**src/rtl/evt_pkg.sv**
```systemverilog
package evt_pkg;

    typedef enum logic [3:0] {
        ST_IDLE, ST_VEC, ST_VECW, ST_CTL, ST_SAR, ST_DAR, ST_CNT,
        ST_SRC, ST_DST, ST_WSAR, ST_WDAR, ST_WCNT, ST_FIN
    } st_e;

    typedef struct packed {
        logic       every;   // irq after each transfer
        logic [1:0] dmode;
        logic [1:0] smode;
        logic [1:0] size;
    } ctl_t;

    localparam logic [1:0] SZ_WORD = 2'b10;
    localparam logic [1:0] AM_INC  = 2'b10;
    localparam logic [1:0] AM_DEC  = 2'b11;

    function automatic logic [31:0] unit_bytes(input logic [1:0] sz);
        case (sz)
            2'b00:   return 32'd1;
            2'b01:   return 32'd2;
            default: return 32'd4;
        endcase
    endfunction

    function automatic logic [31:0] step_addr(input logic [31:0] a,
                                              input logic [1:0]  am,
                                              input logic [1:0]  sz);
        case (am)
            AM_INC:  return a + unit_bytes(sz);
            AM_DEC:  return a - unit_bytes(sz);
            default: return a;
        endcase
    endfunction

endpackage

```
**src/rtl/evt_arb.sv**
```systemverilog
module evt_arb #(
    parameter int NSRC = 4,
    localparam int SEL_W = $clog2(NSRC)
) (
    input  logic              clk,
    input  logic              rst,
    input  logic [NSRC-1:0]   pend,
    output logic              valid,
    output logic [SEL_W-1:0]  sel
);
    logic [NSRC-1:0] oh;

    always_comb begin
        sel = '0;
        for (int i = NSRC - 1; i >= 0; i--) begin
            if (pend[i]) sel = SEL_W'(i);
        end
    end

    assign valid = |pend;

    generate
        for (genvar g = 0; g < NSRC; g++) begin : g_oh
            if (g == 0) begin : g_first
                assign oh[g] = pend[g];
            end else begin : g_rest
                assign oh[g] = pend[g] & ~|pend[g-1:0];
            end
        end
    endgenerate

    p_single_winner_r10: assert property (@(posedge clk) disable iff (rst)
        $onehot0(oh) && (valid -> oh[sel]));

endmodule

```
**src/rtl/evt_gate.sv**
```systemverilog
module evt_gate #(
    parameter int NSRC = 4,
    localparam int SEL_W = $clog2(NSRC)
) (
    input  logic              clk,
    input  logic              rst,
    input  logic              run,
    input  logic [NSRC-1:0]   en_set,
    input  logic [NSRC-1:0]   req,
    input  logic              fin,
    input  logic [SEL_W-1:0]  fin_sel,
    input  logic              fin_zero,
    input  logic              fin_irq,
    output logic [NSRC-1:0]   pend,
    output logic [NSRC-1:0]   en,
    output logic [NSRC-1:0]   irq
);
    logic [NSRC-1:0] clr, done, fin_hot, en_eff, take, byp;

    always_comb begin
        clr     = '0;
        done    = '0;
        fin_hot = '0;
        if (fin) begin
            done[fin_sel] = 1'b1;
            if (fin_zero) clr[fin_sel] = 1'b1;
            if (fin_irq)  fin_hot[fin_sel] = 1'b1;
        end
    end

    assign en_eff = en & ~clr;

    generate
        for (genvar g = 0; g < NSRC; g++) begin : g_src
            assign take[g] = req[g] & run & en_eff[g];
            assign byp[g]  = req[g] & ~take[g];

            p_bypass_irq_r2: assert property (@(posedge clk) disable iff (rst)
                req[g] && !run |=> irq[g]);
        end
    endgenerate

    always_ff @(posedge clk) begin
        if (rst) begin
            en   <= '0;
            pend <= '0;
            irq  <= '0;
        end else begin
            en   <= en_eff | en_set;
            pend <= (pend & ~done) | take;
            irq  <= byp | fin_hot;
        end
    end

    p_zero_clears_en_r7: assert property (@(posedge clk) disable iff (rst)
        fin && fin_zero && !en_set[fin_sel] |=> !en[$past(fin_sel)]);

endmodule

```
**src/rtl/evt_engine.sv**
```systemverilog
module evt_engine
    import evt_pkg::*;
#(
    parameter int              NSRC     = 4,
    parameter int              ADDR_W   = 16,
    parameter logic [31:0]     VEC_BASE = 32'h0,
    localparam int             SEL_W    = $clog2(NSRC)
) (
    input  logic               clk,
    input  logic               rst,
    input  logic               pvalid,
    input  logic [SEL_W-1:0]   psel,
    output logic               fin,
    output logic [SEL_W-1:0]   fin_sel,
    output logic               fin_zero,
    output logic               fin_irq,
    output logic               mem_req,
    output logic               mem_we,
    output logic [1:0]         mem_size,
    output logic [ADDR_W-1:0]  mem_addr,
    output logic [31:0]        mem_wdata,
    input  logic [31:0]        mem_rdata
);
    st_e               st;
    logic [SEL_W-1:0]  sel;
    logic [ADDR_W-1:0] dbase, sar, dar;
    logic [15:0]       cnt;
    ctl_t              ctl;

    always_ff @(posedge clk) begin
        if (rst) begin
            st    <= ST_IDLE;
            sel   <= '0;
            dbase <= '0;
            sar   <= '0;
            dar   <= '0;
            cnt   <= '0;
            ctl   <= '0;
        end else begin
            case (st)
                ST_IDLE: if (pvalid) begin
                    sel <= psel;
                    st  <= ST_VEC;
                end
                ST_VEC:  st <= ST_VECW;
                ST_VECW: begin dbase <= mem_rdata[ADDR_W-1:0]; st <= ST_CTL; end
                ST_CTL:  st <= ST_SAR;
                ST_SAR:  begin
                    ctl <= '{every: mem_rdata[9], dmode: mem_rdata[7:6],
                             smode: mem_rdata[5:4], size: mem_rdata[3:2]};
                    st  <= ST_DAR;
                end
                ST_DAR:  begin sar <= mem_rdata[ADDR_W-1:0]; st <= ST_CNT; end
                ST_CNT:  begin dar <= mem_rdata[ADDR_W-1:0]; st <= ST_SRC; end
                ST_SRC:  begin cnt <= mem_rdata[15:0]; st <= ST_DST; end
                ST_DST:  begin
                    sar <= ADDR_W'(step_addr(32'(sar), ctl.smode, ctl.size));
                    dar <= ADDR_W'(step_addr(32'(dar), ctl.dmode, ctl.size));
                    cnt <= cnt - 16'd1;
                    st  <= ST_WSAR;
                end
                ST_WSAR: st <= ST_WDAR;
                ST_WDAR: st <= ST_WCNT;
                ST_WCNT: st <= ST_FIN;
                default: st <= ST_IDLE;
            endcase
        end
    end

    always_comb begin
        mem_req   = 1'b1;
        mem_we    = 1'b0;
        mem_size  = SZ_WORD;
        mem_addr  = dbase;
        mem_wdata = '0;
        case (st)
            ST_VEC:  mem_addr = ADDR_W'(VEC_BASE) + ADDR_W'({sel, 2'b00});
            ST_CTL:  mem_addr = dbase;
            ST_SAR:  mem_addr = dbase + ADDR_W'(4);
            ST_DAR:  mem_addr = dbase + ADDR_W'(8);
            ST_CNT:  mem_addr = dbase + ADDR_W'(12);
            ST_SRC:  begin mem_addr = sar; mem_size = ctl.size; end
            ST_DST:  begin
                mem_we = 1'b1; mem_addr = dar; mem_size = ctl.size;
                mem_wdata = mem_rdata;
            end
            ST_WSAR: begin mem_we = 1'b1; mem_addr = dbase + ADDR_W'(4);  mem_wdata = 32'(sar); end
            ST_WDAR: begin mem_we = 1'b1; mem_addr = dbase + ADDR_W'(8);  mem_wdata = 32'(dar); end
            ST_WCNT: begin mem_we = 1'b1; mem_addr = dbase + ADDR_W'(12); mem_wdata = 32'(cnt); end
            default: mem_req = 1'b0;
        endcase
    end

    assign fin      = (st == ST_FIN);
    assign fin_sel  = sel;
    assign fin_zero = (cnt == 16'd0);
    assign fin_irq  = fin_zero | ctl.every;

    p_fin_then_idle_r10: assert property (@(posedge clk) disable iff (rst)
        st == ST_FIN |=> st == ST_IDLE);

    p_write_after_read_r4: assert property (@(posedge clk) disable iff (rst)
        st == ST_DST |-> $past(mem_req && !mem_we));

    p_idle_no_access_r2: assert property (@(posedge clk) disable iff (rst)
        !pvalid && st == ST_IDLE |=> !mem_req);

endmodule

```
**src/rtl/evt_xfer_ctrl.sv**
```systemverilog
module evt_xfer_ctrl #(
    parameter int          NSRC     = 4,
    parameter int          ADDR_W   = 16,
    parameter logic [31:0] VEC_BASE = 32'h0
) (
    input  logic               clk,
    input  logic               rst,
    input  logic               run,
    input  logic [NSRC-1:0]    en_set,
    input  logic [NSRC-1:0]    req,
    output logic [NSRC-1:0]    irq,
    output logic [NSRC-1:0]    xfer_en,
    output logic               mem_req,
    output logic               mem_we,
    output logic [1:0]         mem_size,
    output logic [ADDR_W-1:0]  mem_addr,
    output logic [31:0]        mem_wdata,
    input  logic [31:0]        mem_rdata
);
    localparam int SEL_W = $clog2(NSRC);

    logic [NSRC-1:0]  pend;
    logic             pvalid, fin, fin_zero, fin_irq;
    logic [SEL_W-1:0] psel, fin_sel;

    evt_arb #(.NSRC(NSRC)) u_arb (
        .clk(clk), .rst(rst), .pend(pend), .valid(pvalid), .sel(psel)
    );

    evt_gate #(.NSRC(NSRC)) u_gate (
        .clk(clk), .rst(rst), .run(run), .en_set(en_set), .req(req),
        .fin(fin), .fin_sel(fin_sel), .fin_zero(fin_zero), .fin_irq(fin_irq),
        .pend(pend), .en(xfer_en), .irq(irq)
    );

    evt_engine #(.NSRC(NSRC), .ADDR_W(ADDR_W), .VEC_BASE(VEC_BASE)) u_eng (
        .clk(clk), .rst(rst), .pvalid(pvalid), .psel(psel),
        .fin(fin), .fin_sel(fin_sel), .fin_zero(fin_zero), .fin_irq(fin_irq),
        .mem_req(mem_req), .mem_we(mem_we), .mem_size(mem_size),
        .mem_addr(mem_addr), .mem_wdata(mem_wdata), .mem_rdata(mem_rdata)
    );

    p_reset_quiet_r1: assert property (@(posedge clk)
        $past(rst) |-> (irq == '0) && (xfer_en == '0) && !mem_req);

endmodule

```
**config.mk**
```make
export PLATFORM = sky130hd
export DESIGN_NAME = evt_xfer_ctrl
export DESIGN_NICKNAME = d
export VERILOG_FILES = /design/src/rtl/evt_pkg.sv /design/src/rtl/evt_arb.sv /design/src/rtl/evt_gate.sv /design/src/rtl/evt_engine.sv /design/src/rtl/evt_xfer_ctrl.sv
export SDC_FILE = /design/constraint.sdc
export NUM_CORES = 1
export LEC_CHECK = 0
export BUFFER_PORTS_ARGS = -buffer_cell sky130_fd_sc_hd__buf_4
export CORE_MARGIN = 5
export CORE_UTILIZATION = 40
export CTS_CLUSTER_DIAMETER = 50
export DETAILED_ROUTE_END_ITERATION = 10
export PLACE_DENSITY = 0.58
export SYNTH_ARGS = -nofsm -noshare
export SYNTH_HDL_FRONTEND = slang
export SYNTH_SLANG_ARGS = --single-unit
```
**constraint.sdc**
```tcl
create_clock -name clk -period 8.66 [get_ports clk]
set_clock_uncertainty 0.15 [all_clocks]
set_input_delay 0.433 -clock clk [delete_from_list [all_inputs] [get_ports clk]]
set_output_delay 0.433 -clock clk [all_outputs]
set_load 0.02 [all_outputs]
```
==> impl_metrics.csv <==
group,metric,value,unit
yosys,ys_seq_area_share,25.6,%
global_routing,grt_max_degree,85,
setup_path,cp_common_cell,"a21oi_1",
global_routing,antenna_found_initial,0,
clocking,cts_hold_buffers,0,
floorplanning,die_area,20100,um^2
drt,drtAntennaViolNets,0,
clocking,clock-root-buffer,"clkbuf_16",
yosys,synth_top_cells_by_count,"nand2_1, a21oi_1, dfxtp_1",
timing,hold_viol_final,0,
setup_path,cp.required,8080,ps
floorplanning,rows,48,
setup_path,path_delay_family,"simple AND/OR/NAND/NOR gates",
timing,rsz0062_at_grt,"false",
global_routing,grt_pass1_wl,37000,um
setup_path,critical_path.max_fanout,44,
yosys,netlist.area_leader.share,25.6,%
hold_path,hold_class,"in -> reg",
yosys,yosys_most_used_dff,"dfxtp_1",
clocking,clkLatencyLatePin,360,ps
floorplanning,fp.dieH,142,um
placed_design,routabilityCongestion,0.870,
final_layout,n_antenna_cell,0,
final_layout,nFillCells,1805,
drt,detail_route.iter0.violations,753,
yosys,synth_area_leaders,"dfxtp_1, a21oi_1, nand2_1, ha_1, mux4_2",
setup_path,reg2reg_from,"u_eng.ctl[3]$_SDFFE_PP0P_",
drt,finalWirelength,23900,um
setup_path,crit_buf_inv,1,
timing,slew_headroom,27.9,%
final_layout,layout.nets,1068,
hold_path,min-delay-start,"en_set[1]",
drt,wl_per_cell,19.6,um
drt,viasPerCell,5.92,
timing,max_freq,0.226,GHz
yosys,synthArstFlopShare,0,%
timing,hold_ws,129,ps
final_layout,drive_gt1_share,15.8,%
floorplanning,coreArea,17200,um^2
setup_path,slowest_stage,"dfxtp_2",
yosys,ys_seq_elements,89,
power,power_density,162,nW/um^2
yosys,yosysWarnings,0,
power,p_leak,3.31,nW
yosys,synth_edf_count,0,
clocking,cts_tree,"yes",
setup_path,timing_worst_setup_path_type,"reg -> out",
floorplanning,start_util,40.5,%
clocking,htreeDepth,3,
yosys,synth.avg_cell_area,7.48,um^2
yosys,synth_nets,1010,
yosys,syn_area,6960,um^2
timing,fin_crit_sh,51.0,%
placed_design,dp_hpwl,17600,um
global_routing,grt_overflow,0,
clocking,numCtsBuffers,9,
run_status,status,"finished clean",
drt,via_count,7214,
job,max_cap_violations,0,
floorplanning,boundaryPins,103,
clocking,cts_resized,0,
yosys,syn_inst,930,
placed_design,portBuffers,102,
clocking,postCtsSetupBuffers,0,
timing,setup-violations-final,0,
timing,min_period,4420,ps
timing,slew_violations,0,
setup_path,worstSetupStartpoint,"u_eng.st[0]$_SDFFE_PP0P_",
floorplanning,die_w,142,um
global_routing,grtUsageTotal,23.2,%
yosys,yosysMostFrequentCell,"nand2_1",
global_routing,grt_pass1_vias,6481,
drt,drc,0,
yosys,synth_top_area_cell,"dfxtp_1",
yosys,synth.distinct_cells,64,
final_layout,areaGrowthSynthToFinish,16.7,%
power,vdd_drop_max,0.118,mV
timing,tns,0,ps
setup_path,max_stage_delay,1040,ps
setup_path,cp-end-kind,"output port",
setup_path,worstSetupStartpointType,"flop",
setup_path,cp.arrival,3830,ps
clocking,clockBufferDepth,2,
timing,tightest_slew,1080,ps
clocking,cts.sinks,89,
clocking,clkTransAtPathRegs,70,ps
drt,firstDrtPassIters,8,
setup_path,crit_chain,"o21ai_1 > and2_1 > ha_1 > a21oi_1 > nor2b_1 > nand4_1 > nor3_1 > a21oi_1 > o22a_1 > buf_4",
==> cell families (layout without fill, tap and decap cells) <==
logic type / Yosys count / in the layout / synth area share (%)
and+or+nand+nor: 367 / 367 / 24.9
muxes: 20 / 20 / 5.79
buffers and inverters: 86 / 149 / 4.95
AOI/OAI and AO/OA: 299 / 299 / 27.7
DFF: 89 / 89 / 25.6
adders and majority gates: 37 / 37 / 6.98
xor gates and xnor gates: 32 / 32 / 4.03
==> worst min-delay path, stage by stage <==
cell and delay, ps:
buf_4 80, a21oi_1 30, nor2_1 60
==> final timing paths <==
kind	cells past startpoint	slack [ps]	endpoint
worst max-delay path	10	4240	mem_addr[15]
worst min register to register	2	300	u_eng.ctl[6]$_SDFFE_PP0P_
worst max register to register	10	5100	u_eng.sar[12]$_SDFFE_PP0P_
worst min-delay path	3	130	u_gate.en[1]$_SDFF_PP0_
==> cells in the final DEF, fill, tap and decap left out, types with 21 or more instances in the layout <==
master | netlist | layout
o21ai_0 | 44 | 44
nor2_1 | 85 | 85
buf_4 | 0 | 111
nand3_1 | 24 | 24
a21oi_1 | 109 | 109
and3_1 | 21 | 21
and2_1 | 22 | 22
nor3_1 | 27 | 26
ha_1 | 34 | 34
inv_1 | 22 | 22
dfxtp_1 | 89 | 88
nand2_1 | 126 | 126
==> layer usage <==
metal  global-route usage [%]  wire (um)
met1                     34.3      11100
met2                     35.8      10800
met3                     3.24       1730
met4                     5.51        298
met5                        0          0
==> through the flow <==
stage	area, um^2	std cells	worst slack [ps]	util, %	power (mW)
final	8120	1218	4240	47.3	1.31
after global routing	8120	1218	3840	47.3	1.38
after detailed placement	7820	1202	4650	45.5	0.906
after CTS	8120	1218	4230	47.3	1.32
after floorplan	6960	930	5230	-	0.761
after global placement	7820	1202	4660	45.5	0.905
==> sequential cells by signal, indices dropped and copies added (netlist names) <==
signal / flops
u_gate.en: 4
u_eng.fin_sel: 2
u_eng.st: 4
u_eng.ctl: 7
u_gate.pend: 4
u_gate.irq: 4
u_eng.sar: 16
u_eng.dbase: 16
u_eng.dar: 16
u_eng.cnt: 16
==> report_power, final <==
| part | internal (mW) | leakage [nW] | switching (mW) |
|---|---|---|---|
| Clock | 0.228 | 0.142 | 0.182 |
| Sequential | 0.434 | 0.722 | 0.0597 |
| Combinational | 0.176 | 2.44 | 0.231 |
| Total | 0.838 | 3.31 | 0.473 |
==> cell type report <==
cell class / instances / area, um^2 / share of cell area (%)
flip-flops and latches: 89 / 1780 / 22.0
well taps: 225 / 282 / 3.47
repair buffers: 111 / 833 / 10.3
inverters: 22 / 82.6 / 1.02
clock inverters: 6 / 73.8 / 0.909
clock buffers: 10 / 229 / 2.82
multi-input cells: 755 / 4840 / 59.6
Power figures use the tool's default switching activity.
